===== src/rtl/adc_read_pkg.sv =====
package adc_read_pkg;

  typedef enum logic [2:0] {
    S_IDLE,
    S_CONV,
    S_WAIT_LO,
    S_WAIT_HI,
    S_PREP,
    S_BURST
  } seqState_t;

  // strobes from the sequencer to the capture datapath
  typedef struct packed {
    logic clear;
    logic shift;
    logic syncChk;
    logic finish;
    logic postMode;
  } dpStrobe_t;

endpackage


===== src/rtl/adc_read_clkgen.sv =====
module adc_read_clkgen #(
  parameter int DIV_HALF = 2
) (
  input  logic clk,
  input  logic rstN,
  input  logic en,
  output logic halfTick
);

  localparam int CW = (DIV_HALF > 1) ? $clog2(DIV_HALF) : 1;
  localparam logic [CW-1:0] LAST = CW'(DIV_HALF - 1);

  logic [CW-1:0] cnt;

  always_ff @(posedge clk or negedge rstN) begin
    if (!rstN) begin
      cnt <= '0;
    end else if (!en || cnt == LAST) begin
      cnt <= '0;
    end else begin
      cnt <= cnt + CW'(1);
    end
  end

  assign halfTick = en && (cnt == LAST);

endmodule


===== src/rtl/adc_read_ctrl.sv =====
module adc_read_ctrl
  import adc_read_pkg::*;
#(
  parameter int DATA_W      = 16,
  parameter int SYNC_STAGES = 2
) (
  input  logic      clk,
  input  logic      rstN,
  input  logic      startReq,
  input  logic      modeAfter,
  input  logic      edgeRise,
  input  logic      adcBusy,
  input  logic      halfTick,
  output logic      tickEn,
  output logic      csN,
  output logic      rdConvN,
  output logic      dclk,
  output dpStrobe_t dp
);

  localparam int MAXP = DATA_W + 3;
  localparam int HW   = $clog2(2 * MAXP + 1);

  seqState_t st;
  logic [SYNC_STAGES-1:0] busyPipe;
  logic busyS;
  logic cfgPost, cfgRise;
  logic [HW-1:0] halfCnt;
  logic convTick;
  logic csNQ, rdcQ, dclkQ;

  logic [HW-1:0] firstCap, lastCap, numPulses, lastHalf, nextHalf, pulseNum;
  logic isRiseNext, edgeMatch, burstTick, burstEnd;

  assign busyS = busyPipe[SYNC_STAGES-1];

  always_comb begin
    firstCap   = HW'(1) + (cfgPost ? HW'(1) : HW'(0)) + (cfgRise ? HW'(1) : HW'(0));
    lastCap    = firstCap + HW'(DATA_W - 1);
    numPulses  = lastCap + (cfgPost ? HW'(1) : HW'(0));
    lastHalf   = (numPulses << 1) - HW'(1);
    nextHalf   = halfCnt + HW'(1);
    pulseNum   = (nextHalf >> 1) + (cfgPost ? HW'(0) : HW'(1));
    isRiseNext = ~nextHalf[0];
    edgeMatch  = (isRiseNext == cfgRise);
    burstTick  = (st == S_BURST) && halfTick && (halfCnt != lastHalf);
    burstEnd   = (st == S_BURST) && halfTick && (halfCnt == lastHalf);

    dp.clear    = (st == S_IDLE) && startReq;
    dp.shift    = burstTick && edgeMatch && (pulseNum >= firstCap) && (pulseNum <= lastCap);
    dp.syncChk  = burstTick && edgeMatch && cfgPost && (pulseNum == firstCap - HW'(1));
    dp.finish   = burstEnd;
    dp.postMode = cfgPost;
  end

  assign tickEn  = (st == S_CONV) || (st == S_PREP) || (st == S_BURST);
  assign csN     = csNQ;
  assign rdConvN = rdcQ;
  assign dclk    = dclkQ;

  always_ff @(posedge clk or negedge rstN) begin
    if (!rstN) begin
      st       <= S_IDLE;
      busyPipe <= '1;
      cfgPost  <= 1'b0;
      cfgRise  <= 1'b0;
      halfCnt  <= '0;
      convTick <= 1'b0;
      csNQ     <= 1'b0;
      rdcQ     <= 1'b1;
      dclkQ    <= 1'b0;
    end else begin
      busyPipe <= {busyPipe[SYNC_STAGES-2:0], adcBusy};
      unique case (st)
        S_IDLE: begin
          if (startReq) begin
            cfgPost  <= modeAfter;
            cfgRise  <= edgeRise;
            rdcQ     <= 1'b0;
            convTick <= 1'b0;
            st       <= S_CONV;
          end
        end
        S_CONV: begin
          if (halfTick) begin
            if (convTick) begin
              rdcQ <= 1'b1;
              st   <= S_WAIT_LO;
            end else begin
              convTick <= 1'b1;
            end
          end
        end
        S_WAIT_LO: begin
          if (!busyS) begin
            if (cfgPost) begin
              st <= S_WAIT_HI;
            end else begin
              dclkQ   <= 1'b1;
              halfCnt <= '0;
              st      <= S_BURST;
            end
          end
        end
        S_WAIT_HI: begin
          if (busyS) begin
            if (cfgPost) begin
              csNQ <= 1'b1;
              st   <= S_PREP;
            end else begin
              st <= S_IDLE;
            end
          end
        end
        S_PREP: begin
          if (halfTick) begin
            dclkQ   <= 1'b1;
            halfCnt <= '0;
            st      <= S_BURST;
          end
        end
        S_BURST: begin
          if (halfTick) begin
            if (halfCnt == lastHalf) begin
              st <= cfgPost ? S_IDLE : S_WAIT_HI;
            end else begin
              halfCnt <= nextHalf;
              dclkQ   <= ~dclkQ;
              if (cfgPost && halfCnt == '0) csNQ <= 1'b0;
            end
          end
        end
        default: st <= S_IDLE;
      endcase
    end
  end


  conv_quiet_chk: assert property (@(posedge clk) disable iff (!rstN)
    !rdcQ |-> !dclkQ);


  arm_sel_chk: assert property (@(posedge clk) disable iff (!rstN)
    csNQ |-> (rdcQ && (st == S_PREP || st == S_BURST)));


  dclk_tick_chk: assert property (@(posedge clk) disable iff (!rstN)
    (st == S_BURST && $past(st) == S_BURST && !$stable(dclkQ)) |-> $past(halfTick));

endmodule


===== src/rtl/adc_read_dpath.sv =====
module adc_read_dpath
  import adc_read_pkg::*;
#(
  parameter int DATA_W = 16
) (
  input  logic              clk,
  input  logic              rstN,
  input  dpStrobe_t         dp,
  input  logic              adcData,
  input  logic              adcSync,
  output logic [DATA_W-1:0] wordOut,
  output logic              wordValid,
  output logic              frameErr
);

  localparam int CNT_W = $clog2(DATA_W + 1);

  logic [DATA_W-1:0] shiftReg;
  logic [CNT_W-1:0]  bitCnt;
  logic              syncBad;

  always_ff @(posedge clk or negedge rstN) begin
    if (!rstN) begin
      shiftReg  <= '0;
      bitCnt    <= '0;
      syncBad   <= 1'b0;
      wordOut   <= '0;
      wordValid <= 1'b0;
      frameErr  <= 1'b0;
    end else begin
      wordValid <= 1'b0;
      frameErr  <= 1'b0;
      if (dp.clear) begin
        shiftReg <= '0;
        bitCnt   <= '0;
        syncBad  <= 1'b0;
      end else begin
        if (dp.shift) begin
          shiftReg <= {shiftReg[DATA_W-2:0], adcData};
          bitCnt   <= bitCnt + CNT_W'(1);
        end
        if (dp.syncChk) syncBad <= ~adcSync;
        if (dp.finish) begin
          if (dp.postMode && syncBad) begin
            frameErr <= 1'b1;
          end else begin
            wordValid <= 1'b1;
            wordOut   <= shiftReg;
          end
        end
      end
    end
  end


  bit_count_chk: assert property (@(posedge clk) disable iff (!rstN)
    dp.finish |-> (bitCnt == CNT_W'(DATA_W)));


  valid_pulse_chk: assert property (@(posedge clk) disable iff (!rstN)
    wordValid |=> !wordValid);


  strobe_excl_chk: assert property (@(posedge clk) disable iff (!rstN)
    !(wordValid && frameErr));

endmodule


===== src/rtl/adc_read_seq.sv =====
module adc_read_seq
  import adc_read_pkg::*;
#(
  parameter int DATA_W      = 16,
  parameter int DIV_HALF    = 2,
  parameter int SYNC_STAGES = 2
) (
  input  logic              clk,
  input  logic              rstN,
  input  logic              startReq,
  input  logic              modeAfter,
  input  logic              edgeRise,
  input  logic              adcBusy,
  input  logic              adcSync,
  input  logic              adcData,
  output logic              adcCsN,
  output logic              adcRdConvN,
  output logic              adcDclk,
  output logic [DATA_W-1:0] wordOut,
  output logic              wordValid,
  output logic              frameErr
);

  logic      tickEn;
  logic      halfTick;
  dpStrobe_t dpStb;

  adc_read_clkgen #(.DIV_HALF(DIV_HALF)) u_clkgen (
    .clk      (clk),
    .rstN     (rstN),
    .en       (tickEn),
    .halfTick (halfTick)
  );

  adc_read_ctrl #(.DATA_W(DATA_W), .SYNC_STAGES(SYNC_STAGES)) u_ctrl (
    .clk       (clk),
    .rstN      (rstN),
    .startReq  (startReq),
    .modeAfter (modeAfter),
    .edgeRise  (edgeRise),
    .adcBusy   (adcBusy),
    .halfTick  (halfTick),
    .tickEn    (tickEn),
    .csN       (adcCsN),
    .rdConvN   (adcRdConvN),
    .dclk      (adcDclk),
    .dp        (dpStb)
  );

  adc_read_dpath #(.DATA_W(DATA_W)) u_dpath (
    .clk       (clk),
    .rstN      (rstN),
    .dp        (dpStb),
    .adcData   (adcData),
    .adcSync   (adcSync),
    .wordOut   (wordOut),
    .wordValid (wordValid),
    .frameErr  (frameErr)
  );

endmodule


===== config.mk =====
export PLATFORM = sky130hd
export DESIGN_NAME = adc_read_seq
export DESIGN_NICKNAME = d
export VERILOG_FILES = /design/src/rtl/adc_read_pkg.sv /design/src/rtl/adc_read_clkgen.sv /design/src/rtl/adc_read_ctrl.sv /design/src/rtl/adc_read_dpath.sv /design/src/rtl/adc_read_seq.sv
export SDC_FILE = /design/constraint.sdc
export NUM_CORES = 1
export LEC_CHECK = 0
export BUFFER_PORTS_ARGS = -buffer_cell sky130_fd_sc_hd__clkbuf_2
export CAP_MARGIN = 40
export CORE_UTILIZATION = 25
export CTS_CLUSTER_DIAMETER = 100
export DETAILED_ROUTE_END_ITERATION = 7
export PLACE_DENSITY = 0.42
export SLEW_MARGIN = 5
export SYNTH_ARGS = -nofsm -noshare
export SYNTH_HDL_FRONTEND = slang
export SYNTH_SLANG_ARGS = --single-unit

===== constraint.sdc =====
create_clock -name clk -period 4.1 [get_ports clk]
set_input_delay 0.205 -clock clk [delete_from_list [all_inputs] [get_ports clk]]
set_output_delay 0.205 -clock clk [all_outputs]
set_load 0.02 [all_outputs]

* Yosys cells after proc, flatten, opt, wreduce, memory -nomap -nowiden
Index checks and enable logic that the tools add are counted.
** Word-level totals
- Flip-flop bits (word level) :: 53
- Input bits :: 8
- Output and inout bits :: 21
- Logic and storage cells :: 131
** Cells by class
- Add/sub/neg operators :: 9
- Magnitude comparators :: 2
- Eq/ne operators :: 21
- Multiplexer cells :: 49
- Bitwise operators :: 5
- Reduce and logical (&&, ||, !) cells :: 30
** Operators by type and width (number)
- $mux 16 :: 2
- $mux 3 :: 10
- $mux 6 :: 5
- $mux 1 :: 25
- $pmux 3 s6 :: 1
- $pmux 6 s3 :: 1
- $eq 6x6->1 :: 2
- $logic_and 1x1->1 :: 12
- $ne 2x1->1 const B :: 6
- $ne 2x2->1 const B :: 6
- $reduce_and 6->1 :: 2
- $sub 6x1->6 const B :: 2
- $reduce_and 8->1 :: 1
- $reduce_bool 2->1 :: 4
- $add 5x6->6 :: 1
- $add 6x1->6 const B :: 1
- $add 6x4->6 const B :: 1
- $add 6x6->6 :: 1
- $eq 3x2->1 const B :: 2
- $eq 3x3->1 const B :: 2
- $ge 6x6->1 :: 1
- $le 6x6->1 :: 1
- $logic_not 6->1 :: 1
- $ne 6x6->1 :: 1
- other kinds (16) :: 25

* Depth between registers and ports, before layout
- Depth in word-level cells :: 13
- Depth in mapped cells :: 15
- Depth with buffers taken out :: 13

* Cells and area by module
A second synthesis with hierarchy kept.
** Second synthesis, totals
- Cells, all modules :: 302
- Area total of the unflattened synthesis :: 3086.7 um2
** Modules (own cells, without submodules)
- adc_read_ctrl :: times used 1, cells each 203, area each 1629.1 um2, seq. area each 429.2 um2
- adc_read_dpath :: times used 1, cells each 96, area each 1416.4 um2, seq. area each 875.8 um2
- adc_read_clkgen :: times used 1, cells each 3, area each 41.3 um2, seq. area each 25.0 um2

* Worst setup path before layout
No wires, ideal clock.
- Path type :: flip-flop to flip-flop
- Start point :: register u_ctrl.halfCnt[0]
- End point :: register u_dpath.shiftReg[10]
- Library setup time :: 0.079 ns
- Data arrival time :: 3.388 ns
- Required time :: 4.021 ns
- Slack :: 0.633 ns
- Cell stages (with the launch flop) :: 16
- Path buffers :: 2
- Clock period less this slack :: 3.467 ns
- Path through :: dfrtp_1 -> buf_2 -> inv_1 -> ha_1 -> ha_1 -> ha_1 -> o21ai_0 -> nand2_1 -> a21oi_1 -> xnor2_1 -> ha_1 -> mux2i_1 -> a21oi_1 -> a2111oi_4 -> buf_6 -> mux2i_1
** Between the ends
- Longest elaborated chain between the ends :: 7
- Elaborated cells on any way between the ends :: 12
- Classes of those cells :: 2 x add/sub; 2 x order compare; 2 x eq/ne; 1 x bitwise; 5 x reduce/logical
** Ends and longest elaborated chain
- start: declaration :: line adc_read_ctrl.sv:28 : logic [HW-1:0] halfCnt;
- start signal: assignment :: line adc_read_ctrl.sv:127 : halfCnt <= nextHalf;
- branches (longest 5 deep; another with $add 6x1->6)
- $logic_and 1x1->1 (*) :: line adc_read_ctrl.sv:50 : dp.shift = burstTick && edgeMatch && (pulseNum >= firstCap) && (pulseNum <= lastCap);
- $reduce_bool 2->1 (no source line) (*)
- end signal: assignment :: line adc_read_dpath.sv:39 : shiftReg <= {shiftReg[DATA_W-2:0], adcData};
- end: declaration :: line adc_read_dpath.sv:18 : logic [DATA_W-1:0] shiftReg;
Every way passes the cells marked *.
A chain may end at the register's enable or synchronous reset.

* Worst setup path after layout
- Start point :: register u_ctrl.halfCnt[0]
- End point :: register u_dpath.shiftReg[2]
Same word-level chain as after synthesis.

==> results.md <==
Status:
- The flow ran to the end, and the final reports show no timing, DRC or antenna violations.

STA:
- In this run the tightest slew margin relative to its limit is 47.4%.
- For the pin with the worst max-slew slack, the measured transition is 0.787 ns.
- Setup repair after global routing left no endpoint under its margin.
- The share of the clock period used by the worst path after layout is 86.4%.
- The highest clock rate is 282 MHz.
- The count of pins over their slew limit is 0.
- Setup violations remaining at the end of the flow were counted as 0.
- For the finished layout, the period the worst path requires is 3.54 ns.
- The number of hold-slack violations in the final timing report came to 0.
- Between clock sinks in the finished design, the worst skew comes to 0.0110 ns.
- Hold timing on the final database bottoms out at a slack of 0.0280 ns.
- For the final routed database, the setup TNS stands at 0 ns.

Synthesis:
- The commonest cells after synthesis are 50 x sky130_fd_sc_hd__dfrtp_1, 36 x sky130_fd_sc_hd__nand2_1, 20 x sky130_fd_sc_hd__mux2i_1.
- Synthesis produced a netlist with a net count of 313.
- The number of standard cells after synthesis is 288.
- After synthesis, the share of flip-flops with an asynchronous set or reset is 100%.
- The average instance in the mapped netlist occupies 10.3 um^2.
- The number of storage elements in the synthesis netlist is 53.
- Summed over all instances, the cell type with the most area after synthesis is sky130_fd_sc_hd__dfrtp_1.
- The distinct cell type count after synthesis is 50.
- The share of Yosys cell area claimed by the top area cell type is 42.0%.
- The flip-flop cell with the highest count after synthesis is sky130_fd_sc_hd__dfrtp_1.
- Summing every instance area after synthesis gives 2980 um^2.
- For this run, the number of Yosys warnings is 0.
- Sorting the synthesized cells by area gives the leading types as sky130_fd_sc_hd__dfrtp_1 42%, sky130_fd_sc_hd__ha_1 7.1%, sky130_fd_sc_hd__mux2i_1 6.7%, sky130_fd_sc_hd__mux2_1 6.0%, sky130_fd_sc_hd__nand2_1 4.5%.
- For this run, the register share of the synthesized area comes to 44.6%.
- Counting flops with a built-in enable in the synthesized netlist gives 0.
- The most instantiated library cell after synthesis is sky130_fd_sc_hd__dfrtp_1.

Clock network:
- TritonCTS built the clock tree.
- The clock net sink count is 53.
- The clock transition at the registers of the reported paths is 0.07 ns.
- The total CTS buffers is 5.
- For the worst-skew pair, the clock arrives at the later sink with an insertion delay of 0.29 ns.
- No sink is reached through more buffers than the 2 on the longest clock path.
- The H-tree generated during clock tree synthesis spans 2 levels.
- The root buffer cell is sky130_fd_sc_hd__clkbuf_16.

Floorplan:
- The total die area is 12400 um^2.
- For this design the top-level I/O count stands at 29.
- The initial core utilization is 25.9%.
- The die is 111 um tall.
- The area inside the core boundary is 11500 um^2.
- The initialized floorplan defines 39 standard-cell rows.
- Measured along the x axis, the die boundary spans 111 um.

Cells and area:
- At the end of the flow, the number of nets in the layout was 336.
- The layout-stage area growth over the synthesis result is 14.4%.
- The fraction of layout cells with a size suffix above 1 is 16.7%.
- The footprint of the flip-flops and latches is 1330 um^2.
- The repair_antennas step left the layout with diodes totalling 0.
- Summing all multi-input logic gate instances after layout gives 1510 um^2.
- The number of fillers in the final layout is 1232.

Global route:
- The via count of the first global-routing pass is 2016.
- The number of antenna violations at the first check in global routing came to 0.
- Summed over all layers, the global routing overflow is 0.
- The maximum number of pins on one net before global-route repair is 54.
- Global routing consumed, over all layers together, 10.9% of the routing resources.
- The global-route wire length before repair is 10800 um.

Drt:
- The count of unresolved DRC violations after routing is 0.
- The total vias in the final route is 2097.
- After detailed routing, the average wire length per cell comes to 13.9 um.
- The remaining antenna violation count is 0.
- The via density per instance is 4.61.
- In this run, the number of DRC markers left after iteration 0 of detailed routing was 77.
- The number of detailed-route iterations in the first pass is 4.
- The routed wire length is 6340 um.

Place:
- The estimated wirelength of the detail-placed design is 4470 um.
- The final RePlAce weighted congestion is 0.797.
- The count of input and output buffers is 28.

Worst setup path:
- The critical-path maximum fanout is 16.
- At the worst endpoint, the arrival time is 3.76 ns.
- STA puts the critical path data required time at 4.31 ns.
- STA classifies the critical path endpoint as a register.
- The kind of critical path is reg -> reg.
- The worst setup path is launched from a register.

Pwr:
- The leakage power is 1.55 nW.
- The worst ir drop on vdd is 0.238 mV.
- The ratio of total power to cell area is 536 nW/um^2.
- The power consumption is 0.00183 W.

Job:
- The number of maximum-capacitance violations is 0.

Hold path:
- The path type of the worst min-delay path is in -> async.
## flip-flops by register name (all words and copies together) (netlist names)
register and count:
u_dpath.frameErr 1, u_ctrl.rdConvN 1, u_ctrl.csN 1, u_ctrl.halfCnt 6
u_ctrl.cfgPost 1, u_dpath.syncBad 1, u_dpath.shiftReg 16, u_ctrl.dclk 1
u_dpath.wordValid 1, u_dpath.wordOut 16, u_ctrl.busyPipe 2, u_ctrl.st 3
u_clkgen.cnt 1, u_ctrl.convTick 1, u_ctrl.cfgRise 1
## critical path, stage by stage (launching register included)
cell                        delay, ns
sky130_fd_sc_hd__dfrtp_1         0.58
sky130_fd_sc_hd__inv_1           0.09
sky130_fd_sc_hd__ha_1            0.33
sky130_fd_sc_hd__ha_1            0.26
sky130_fd_sc_hd__ha_1            0.26
sky130_fd_sc_hd__o21ai_0         0.16
sky130_fd_sc_hd__nand2_1         0.07
sky130_fd_sc_hd__a21oi_1         0.17
sky130_fd_sc_hd__xnor2_1         0.09
sky130_fd_sc_hd__ha_1            0.33
sky130_fd_sc_hd__mux2i_1         0.18
sky130_fd_sc_hd__a21oi_1         0.08
sky130_fd_sc_hd__a2111oi_4       0.31
sky130_fd_sc_hd__buf_4           0.33
sky130_fd_sc_hd__mux2i_1         0.21
## power breakdown
group / internal (W) / switching, W / leakage, nW
clock network: 0.000293 / 0.000202 / 0.0848
registers: 0.000579 / 0.000106 / 0.713
logic: 0.000268 / 0.000379 / 0.754
## layout by cell type, fill, tap and decap left out, types with 9 or more instances in the layout
cell	Yosys	final
sky130_fd_sc_hd__ha_1	17	17
sky130_fd_sc_hd__mux2_1	16	16
sky130_fd_sc_hd__nand2_1	36	36
sky130_fd_sc_hd__dfrtp_1	50	50
sky130_fd_sc_hd__mux2i_1	20	20
sky130_fd_sc_hd__o21ai_0	9	9
sky130_fd_sc_hd__clkbuf_2	0	28
sky130_fd_sc_hd__nor2_1	14	14
sky130_fd_sc_hd__a21oi_1	15	15
## kinds of logic after synthesis
kind of cell | Yosys count | share of synthesized area [%]
muxes | 38 | 13.5
adders and majority gates | 17 | 7.14
DFF | 53 | 44.6
buffers and inverters | 26 | 4.58
xor gates and xnor gates | 12 | 3.53
AOI/OAI and AO/OA | 50 | 11.3
and+or+nand+nor | 92 | 15.3
## what timing repair did
item / in CTS / in global routing
hold endpoints to repair: 1 / 0
buffers inserted: 0 / 0
gates resized for setup: 0 / 0
hold buffers: 1 / 0
## layout make-up
type / count / share of cell area, %
clock buffers: 5 / 3.67
clock inverters: 3 / 1.40
inverters: 9 / 0.991
multi-input cells: 209 / 44.4
flip-flops and latches: 53 / 39.0
well taps: 143 / 5.25
repair buffers: 33 / 5.29
## per-layer routing
| layer | wire, um | global-route usage (%) | vias up |
|---|---|---|---|
| li1 | - | - | 1057 |
| met1 | 3330 | 15.6 | 1009 |
| met2 | 2810 | 16.7 | 29 |
| met3 | 178 | 2.24 | 2 |
| met4 | 29 | 2.43 | 0 |
| met5 | 0 | 0 | - |
## worst paths after layout
check                                   start                   to  slack (ns)  cells after the start
setup / recovery            u_ctrl.halfCnt[0]  u_dpath.shiftReg[2]        0.56                     14
hold / removal                           rstN    u_ctrl.halfCnt[5]        0.03                      2
setup reg to reg            u_ctrl.halfCnt[0]  u_dpath.shiftReg[2]        0.56                     14
hold reg to reg            u_ctrl.busyPipe[0]   u_ctrl.busyPipe[1]        0.36                      0
max in group asynchronous                rstN  u_dpath.shiftReg[3]        3.59                      2
min in group clk                    modeAfter       u_ctrl.cfgPost        0.17                      2
## per-stage QoR
step	util (%)	instance area (um^2)	setup WS (ns)	instances
final	29.6	3410	0.556	455
after global routing	29.6	3410	0.236	455
after CTS	29.6	3410	0.536	455
after detailed placement	28.0	3230	0.548	446
after global placement	28.0	3230	0.594	446
after floorplan	-	2980	0.633	288
Note: power is estimated with default switching activity, not from simulation.
